## config.mk

```make
export PLATFORM = sky130hd
export DESIGN_NAME = spi_rx_status
export DESIGN_NICKNAME = d
export VERILOG_FILES = /design/src/rtl/spi_rxs_pkg.sv /design/src/rtl/spi_rxs_flag.sv /design/src/rtl/spi_rxs_prio.sv /design/src/rtl/spi_rx_status.sv
export SDC_FILE = /design/constraint.sdc
export NUM_CORES = 1
export LEC_CHECK = 0
export ABC_AREA = 1
export BUFFER_PORTS_ARGS = -buffer_cell sky130_fd_sc_hd__buf_2
export CAP_MARGIN = 20
export CORE_MARGIN = 4
export CORE_UTILIZATION = 50
export CTS_BUF_LIST = sky130_fd_sc_hd__clkbuf_16
export DETAILED_ROUTE_END_ITERATION = 10
export PLACE_DENSITY = 0.88
export SLEW_MARGIN = 25
export SYNTH_ARGS = -nofsm -noshare
export SYNTH_HDL_FRONTEND = slang
export SYNTH_SLANG_ARGS = --single-unit
export TNS_END_PERCENT = 30
```

## constraint.sdc

```tcl
create_clock -name clk -period 2.42 [get_ports clk]
set_input_delay 0.726 -clock clk [delete_from_list [all_inputs] [get_ports clk]]
set_output_delay 0.726 -clock clk [all_outputs]
set_load 0.1 [all_outputs]
```

## src/rtl/spi_rxs_pkg.sv

```systemverilog
package spi_rxs_pkg;
  localparam int NSRC     = 3;
  localparam int SRC_BERR = 0;
  localparam int SRC_OVR  = 1;
  localparam int SRC_FULL = 2;
  localparam int VEC_W    = $clog2(NSRC + 1);

  localparam int ADR_STAT = 0;
  localparam int ADR_DATA = 1;
  localparam int ADR_IEN  = 2;
  localparam int ADR_LVL  = 3;
  localparam int ADR_VEC0 = 4;
  localparam int ADR_VEC1 = 5;

  localparam int NLEVEL = 2;
endpackage

```

## src/rtl/spi_rxs_flag.sv

```systemverilog
module spi_rxs_flag (
  input  logic clk,
  input  logic rst,
  input  logic set_i,
  input  logic rdclr_i,
  input  logic w1c_i,
  output logic d_o,
  output logic q_o
);
  // set beats a read clear; a write-one-to-clear on a flag already set beats set
  always_comb begin
    if (q_o && w1c_i) d_o = 1'b0;
    else              d_o = set_i | (q_o & ~rdclr_i);
  end

  always_ff @(posedge clk) begin
    if (rst) q_o <= 1'b0;
    else     q_o <= d_o;
  end
endmodule

```

## src/rtl/spi_rxs_prio.sv

```systemverilog
module spi_rxs_prio #(
  parameter int N = 3,
  localparam int CW = $clog2(N + 1)
) (
  input  logic [N-1:0]  pend_i,
  output logic [CW-1:0] code_o
);
  always_comb begin
    code_o = '0;
    for (int i = N - 1; i >= 0; i--) begin
      if (pend_i[i]) code_o = CW'(i + 1);
    end
  end
endmodule

```

## src/rtl/spi_rx_status.sv

```systemverilog
module spi_rx_status
  import spi_rxs_pkg::*;
#(
  parameter int DATA_W = 16,
  parameter int ADDR_W = 3,
  parameter int REG_W  = 32
) (
  input  logic                 clk,
  input  logic                 rst,
  input  logic                 reg_rd,
  input  logic                 reg_wr,
  input  logic [ADDR_W-1:0]    reg_addr,
  input  logic [REG_W/8-1:0]   reg_be,
  input  logic [REG_W-1:0]     reg_wdata,
  input  logic                 dbg_access,
  output logic [REG_W-1:0]     reg_rdata,
  input  logic                 rx_word_valid,
  input  logic [DATA_W-1:0]    rx_word,
  input  logic                 rx_bit_err,
  output logic                 irq_lvl0,
  output logic                 irq_lvl1
);
  localparam int NBYTE = REG_W / 8;

  logic sel_stat, sel_data, sel_ien, sel_lvl;
  logic [NLEVEL-1:0] sel_vec;
  logic rd_live, full_rdclr, err_rdclr, w1c_hit;
  logic [NSRC-1:0] flag_q, flag_d, set_v, rdclr_v, w1c_v, vec_rdclr;
  logic [NSRC-1:0] ien_q, ien_nxt, lvl_q, lvl_nxt;
  logic [VEC_W-1:0] vec_code [NLEVEL];
  logic [DATA_W-1:0] buf_q;
  logic [REG_W-1:0] rd_word, rd_mask;
  logic unused_wdata;

  assign unused_wdata = ^reg_wdata[REG_W-1:NSRC];

  // address decode
  always_comb begin
    sel_stat   = reg_addr == ADDR_W'(ADR_STAT);
    sel_data   = reg_addr == ADDR_W'(ADR_DATA);
    sel_ien    = reg_addr == ADDR_W'(ADR_IEN);
    sel_lvl    = reg_addr == ADDR_W'(ADR_LVL);
    sel_vec[0] = reg_addr == ADDR_W'(ADR_VEC0);
    sel_vec[1] = reg_addr == ADDR_W'(ADR_VEC1);
  end

  // side-effect qualifiers
  assign rd_live    = reg_rd & ~dbg_access;
  assign full_rdclr = rd_live & sel_data & (|reg_be[1:0]);
  assign err_rdclr  = rd_live & ((sel_stat & reg_be[0]) | (sel_data & reg_be[NBYTE-1]));
  assign w1c_hit    = reg_wr & sel_stat & reg_be[0];

  // vector encoders, one per interrupt level
  genvar lv;
  generate
    for (lv = 0; lv < NLEVEL; lv++) begin : g_level
      logic [NSRC-1:0] pend;
      assign pend = flag_q & ien_q & ((lv == 1) ? lvl_q : ~lvl_q);
      spi_rxs_prio #(.N(NSRC)) u_prio (
        .pend_i (pend),
        .code_o (vec_code[lv])
      );
    end
  endgenerate

  // a vector read clears only the error flag it reports
  always_comb begin
    vec_rdclr = '0;
    for (int s = 0; s < NSRC; s++) begin
      for (int l = 0; l < NLEVEL; l++) begin
        if (rd_live && reg_be[0] && sel_vec[l] && vec_code[l] == VEC_W'(s + 1) && s != SRC_FULL)
          vec_rdclr[s] = 1'b1;
      end
    end
  end

  // per-flag event routing
  always_comb begin
    set_v   = '0;
    rdclr_v = '0;
    w1c_v   = '0;
    set_v[SRC_BERR]   = rx_bit_err;
    set_v[SRC_OVR]    = rx_word_valid & flag_q[SRC_FULL] & ~full_rdclr;
    set_v[SRC_FULL]   = rx_word_valid;
    rdclr_v[SRC_BERR] = err_rdclr | vec_rdclr[SRC_BERR];
    rdclr_v[SRC_OVR]  = err_rdclr | vec_rdclr[SRC_OVR];
    rdclr_v[SRC_FULL] = full_rdclr;
    w1c_v[SRC_BERR]   = w1c_hit & reg_wdata[SRC_BERR];
    w1c_v[SRC_OVR]    = w1c_hit & reg_wdata[SRC_OVR];
  end

  genvar fi;
  generate
    for (fi = 0; fi < NSRC; fi++) begin : g_flag
      spi_rxs_flag u_flag (
        .clk     (clk),
        .rst     (rst),
        .set_i   (set_v[fi]),
        .rdclr_i (rdclr_v[fi]),
        .w1c_i   (w1c_v[fi]),
        .d_o     (flag_d[fi]),
        .q_o     (flag_q[fi])
      );
    end
  endgenerate

  // enable and level registers
  assign ien_nxt = (reg_wr && sel_ien && reg_be[0]) ? reg_wdata[NSRC-1:0] : ien_q;
  assign lvl_nxt = (reg_wr && sel_lvl && reg_be[0]) ? reg_wdata[NSRC-1:0] : lvl_q;

  always_ff @(posedge clk) begin
    if (rst) begin
      ien_q    <= '0;
      lvl_q    <= '0;
      irq_lvl0 <= 1'b0;
      irq_lvl1 <= 1'b0;
    end else begin
      ien_q    <= ien_nxt;
      lvl_q    <= lvl_nxt;
      irq_lvl0 <= |(flag_d & ien_nxt & ~lvl_nxt);
      irq_lvl1 <= |(flag_d & ien_nxt & lvl_nxt);
    end
  end

  // receive buffer
  always_ff @(posedge clk) begin
    if (rst)                buf_q <= '0;
    else if (rx_word_valid) buf_q <= rx_word;
  end

  // read path
  always_comb begin
    rd_word = '0;
    if (sel_stat) rd_word[NSRC-1:0] = flag_q;
    if (sel_data) begin
      rd_word[DATA_W-1:0]  = buf_q;
      rd_word[REG_W-1 -: 8] = 8'(flag_q);
    end
    if (sel_ien)    rd_word[NSRC-1:0]  = ien_q;
    if (sel_lvl)    rd_word[NSRC-1:0]  = lvl_q;
    if (sel_vec[0]) rd_word[VEC_W-1:0] = vec_code[0];
    if (sel_vec[1]) rd_word[VEC_W-1:0] = vec_code[1];
  end

  genvar bi;
  generate
    for (bi = 0; bi < NBYTE; bi++) begin : g_mask
      assign rd_mask[bi*8 +: 8] = {8{reg_be[bi]}};
    end
  endgenerate

  always_ff @(posedge clk) begin
    if (rst)         reg_rdata <= '0;
    else if (reg_rd) reg_rdata <= rd_word & rd_mask;
  end
endmodule

```

======== Word level (Yosys, flattened, before mapping) ========
Index checks and enable logic that the tools add are counted.
storage, ports and cells
  register bits ........................... 59
  input port bits ......................... 62
  output and inout port bits .............. 34
  logic and storage cells ................. 90
operators by class
  eq/ne operators ......................... 9
  muxes and demuxes ....................... 21
  bitwise operators ....................... 34
  reductions and logical operators ........ 17
operators with widths
  kind                  number
  $and A27 B32 Y32      1
  $and A3 B3 Y3         6
  $mux W3               6
  $mux W16              1
  $mux W2               8
  $and A1 B1 Y1         15
  $logic_and A1 B1 Y1   13
  $eq A3 B2 Y1 const B  2
  $eq A3 B3 Y1 const B  2
  $mux W1               6
  $not A3 Y3            2
  $or A1 B1 Y1          6
  $reduce_or A3 Y1      2
  $eq A2 B1 Y1 const B  2
  $eq A2 B2 Y1 const B  2
  $not A1 Y1            4
  $eq A3 B1 Y1 const B  1
  $logic_not A3 Y1      1
  $reduce_or A2 Y1      1

======== Longest topological paths before layout ========
  depth in word-level cells ............... 17
  mapped depth ............................ 13
  mapped depth without buffers ............ 13

======== Hierarchy ========
A second synthesis with hierarchy kept.
second synthesis, totals
  cell total of the unflattened synthesis .. 336
  area total of the unflattened synthesis .. 2240.9 um^2
modules (own cells, without submodules)
  module         instances  cells each  area each (um^2)  sequential area each (um^2)
  spi_rx_status  1          297         2030.7            860.8
  spi_rxs_flag   3          9           55.1              20.0
  spi_rxs_prio   2          6           22.5              0.0

======== Worst setup path before layout ========
OpenSTA, ideal clock, no wires.
  kind .................................... input -> register
  start ................................... in reg_addr[0]
  end ..................................... reg irq_lvl0
  setup time .............................. 109 ps
  data arrival time ....................... 1553 ps
  required time ........................... 2311 ps
  path slack .............................. 758 ps
  stages .................................. 10
  path through ............................ inv_1 nand2_1 nor2_2 nand2_1 o21ai_1 o21bai_1 nand4_1 nand3_1 nand2_1 inv_1
between the ends
  longest elaborated chain between the ends .. 13
  elaborated cells between the ends (all ways) .. 52
  classes of those cells .................. eq/ne: 5; mux: 8; bitwise: 25; reduce/logical: 14
RTL lines
  element                                 line                                      RTL
  start, declared                         spi_rx_status.sv:12                       input logic [ADDR_W-1:0] reg_addr,
  $eq A3 B3 Y1                            spi_rx_status.sv:43                       sel_vec[0] = reg_addr == ADDR_W'(ADR_VEC0);
  $logic_and A1 B1 Y1                     n/a
  $logic_and A1 B1 Y1                     spi_rx_status.sv:71                       if (rd_live && reg_be[0] && sel_vec[l] && vec_code[l] == VEC_W'(s + 1) && s != SRC_FULL)
  $mux W1 (2 in series)                   spi_rx_status.sv:71
  $or A1 B1 Y1, on equally long branches  spi_rx_status.sv:85, spi_rx_status.sv:86
  $not A1 Y1                              spi_rxs_flag.sv:13                        else d_o = set_i | (q_o & ~rdclr_i);
  $and A1 B1 Y1                           spi_rxs_flag.sv:13
  $or A1 B1 Y1                            spi_rxs_flag.sv:13
  $mux W1                                 spi_rxs_flag.sv:12                        if (q_o && w1c_i) d_o = 1'b0;
  $and A3 B3 Y3                           spi_rx_status.sv:120                      irq_lvl0 <= |(flag_d & ien_nxt & ~lvl_nxt);
  $and A3 B3 Y3 (*)                       spi_rx_status.sv:120
  $reduce_or A3 Y1 (*)                    spi_rx_status.sv:120
  end signal, assigned                    spi_rx_status.sv:120
  end, declared                           spi_rx_status.sv:20                       output logic irq_lvl0,
Mark *: on every way between the ends. The rest lies on a longest branch, timed or not.
A chain may end at the register's enable or synchronous reset.

======== Final worst setup path ========
  start ................................... in reg_addr[1]
  end ..................................... reg irq_lvl0
Same word-level chain as after synthesis.

==> summary.txt <==
GRT
  – Total track usage: 0.205
  – Global route hottest layer: met2
  – Largest net degree at the start of global routing: 29
  – Grt met3 use: 0.0561
  – Grt met2 use: 0.330
  – Vias in the first global route: 1840
  – First-pass GRT wire length: between 8000 and 9000 µm
  – Initial antenna violation count: 0
  – Global route overflow: 0
  – Met1 Usage GRT: 0.261

Route
  – DR pass1 iterations: 4
  – DR vias/cell: between 5 and 6
  – DRC Markers: 0
  – Routed WL: 5370 µm
  – Post-DRT Antenna Nets: 0
  – Routed length per instance: approximately 13 µm
  – Via Count: around 2.1k
  – Initial DRC count: 177

Floorplanning
  – Starting density of the core: 0.528
  – Chip Width: 73.4 µm
  – DIE HEIGHT: 73.4 µm
  – Row count: 23
  – Die area: 5390 µm²
  – Core area: roughly 4000 µm²
  – I/O pin cnt: 96

Timing
  – RSZ-0062 raised after global routing: no
  – WHS: 0.460 ns
  – Min Tclk post-route: 1.85 ns
  – Worst Tran Pin Value: 0.660 ns
  – Worst Clk Skew: 0.00610 ns
  – Setup TNS: 0 ns
  – Setup Viol. Count Final: 0
  – Final period util: 0.763
  – Max-slew violation count: 0
  – Slew headroom: 0.560
  – Final Hold Viols: 0
  – Achievable Freq: 541 MHz

Clock tree
  – Htree depth: 2
  – Clk_lat worst skew: 0.29 ns
  – Hold-fix buffers, CTS: 0
  – Num CTS Buffers: 5
  – Clock buffer depth: 2
  – CTS Sinks: 46
  – Post-CTS Setup Inserts: 0
  – PostCTS Resize Cnt: 0
  – Clk slew on worst S/H paths: 0.06 ns
  – Root Buffer: clkbuf_16
  – TritonCTS clock tree: built

Logic synthesis
  – Multiplexer share of the synthesized area: 0
  – Register area share after synthesis: 0.430
  – FF+latch count, synth: 46
  – Unique masters post-synth: 27
  – Netlist Area Pre-Place: 2140 µm²
  – Post-Synth Simple-Gate Area: 0.281
  – Syn Inst Count: 303
  – XOR/XNOR Fraction of Synth Area: 0
  – Post-synthesis adder-cell area fraction: 0
  – Yosys warns: 0
  – Synthesized area per cell: 7.07 µm²
  – Largest family of logic cells by synthesized area: simple AND/OR/NAND/NOR gates
  – Post-synthesis compound-gate area fraction: 0.173

Power and ir drop
  – Design Power: 1910 µW
  – Power density cells: 747 nW/µm²
  – Seq pwr share: 0.427
  – LEAKAGE: 0.00118 µW
  – Net Sw Power: between 500 and 600 µW
  – Switch share: 0.299
  – Peak supply drop: 0.581 mV
  – Power Internal: 1340 µW
  – Share of total power in combinational logic: 0.174
  – Clock share of power: 0.399

Outcome
  – Status: completed

Placed design
  – Final GP Congestion: 0.887
  – Area after DPL: approximately 2400 µm²
  – Detailed placer's ending HPWL: 3950 µm
  – Port bufs: 52

Finish
  – Finished Cell Area: 2550 µm²
  – Most frequent cells in the layout: buf_2 (52), nand2_1 (49), nor2_1 (48)
  – Area delta synth->final: 19.3%
  – Commonest non-fill, non-tap cell in the layout: buf_2
  – Layout cells sized above 1: 0.206
  – ANT cells: 0
  – Layout Nets: roughly 420
  – Fillers: 371

Job
  – Max-Cap Viols: 0

Worst setup path
  – CP Launch Type: input pin
  – Critical Path Fanout Max: 6
  – Crit path kind: input pin to register
  – CP required: 2.60 ns
  – Worst Path Arrival: 2.03 ns
  – Worst setup EP type: register

Min path
  – Worst hold path class: register to register
-- layer usage --
| metal | part of all wire | routed length [µm] |
|---|---|---|
| met1 | 0.41 | 2200 |
| met2 | 0.47 | 2510 |
| met3 | 0.10 | 537 |
| met4 | 0.023 | 126 |
| met5 | 0 | 0 |
-- registers in the layout (all words and copies together), names as in the netlist --
name / flops
g_flag.u_flag.q_o: 3
lvl_q: 3
reg_rdata: 19
ien_q: 3
irq_lvl1: 1
buf_q: 16
irq_lvl0: 1
-- area by class of cell --
type                    count  area (µm²)  area share
multi-input cells         219        1020       0.400
inverters                  27         101      0.0397
repair buffers             55         283       0.111
clock buffers               5         125      0.0490
clock inverters             3        41.3      0.0162
well taps                  50        62.6      0.0245
flip-flops and latches     46         921       0.360
-- final timing paths --
path	start	end	slack (ns)	cells after the start
setup / recovery	reg_addr[1]	irq_lvl0$_SDFF_PP0_	0.57	11
hold / removal	buf_q[7]$_SDFFE_PP0P_	reg_rdata[7]$_SDFFE_PP0P_	0.46	2
setup reg to reg	g_flag[0].u_flag.q_o$_SDFF_PP0_	irq_lvl0$_SDFF_PP0_	0.91	10
hold reg to reg	buf_q[7]$_SDFFE_PP0P_	reg_rdata[7]$_SDFFE_PP0P_	0.46	2
-- through the flow --
stage	worst slack, ns	cells	utilization
floorplan	0.758	315	-
global placement	0.329	397	0.589
detailed placement	0.287	397	0.589
CTS	0.574	405	0.630
global route	0.417	405	0.630
finish	0.573	405	0.630
-- synth_stat cells --
cell | count | area share
nor2_4 | 2 | 0.011
clkinv_1 | 1 | 0.0018
buf_6 | 1 | 0.0053
a22oi_1 | 1 | 0.0035
buf_1 | 1 | 0.0018
nand2_1 | 49 | 0.086
nand3_1 | 23 | 0.054
nor2_2 | 2 | 0.0058
inv_1 | 22 | 0.039
conb_1 | 1 | 0.0018
o21a_1 | 1 | 0.0035
o21ai_0 | 35 | 0.082
o211ai_1 | 2 | 0.0070
nor3_4 | 1 | 0.0076
nor3_1 | 3 | 0.0070
nand4_1 | 7 | 0.020
o21bai_1 | 2 | 0.0070
nor2_1 | 48 | 0.084
clkbuf_1 | 8 | 0.014
a211oi_1 | 1 | 0.0035
o21ai_1 | 4 | 0.0094
a21oi_1 | 21 | 0.049
inv_2 | 4 | 0.0070
nand2_2 | 2 | 0.0058
dfxtp_1 | 46 | 0.43
o221ai_1 | 2 | 0.0082
buf_4 | 13 | 0.046
-- power groups by stage --
stage	registers, µW	clock network [µW]	logic (µW)
after floorplan	903	0	199
after global placement	829	0	325
after detailed placement	830	0	329
after CTS	814	776	331
after global routing	818	804	354
final	814	762	332
-- cells by family after synthesis --
group / count (synthesis)
and+or+nand+nor: 137
AOI/OAI and AO/OA: 69
buffers and inverters: 50
DFF: 46
other: 1
-- critical path, cell delays in order --
cell and delay, ns:
buf_2 0.13, inv_2 0.12, nand2_1 0.11, nor2_2 0.26, nand2_1 0.08, o21ai_1 0.10, o21bai_1 0.14, nand4_1 0.11
nand3_1 0.11, nand2_1 0.07, inv_1 0.05
No activity file was read; power rests on OpenSTA's default activity.
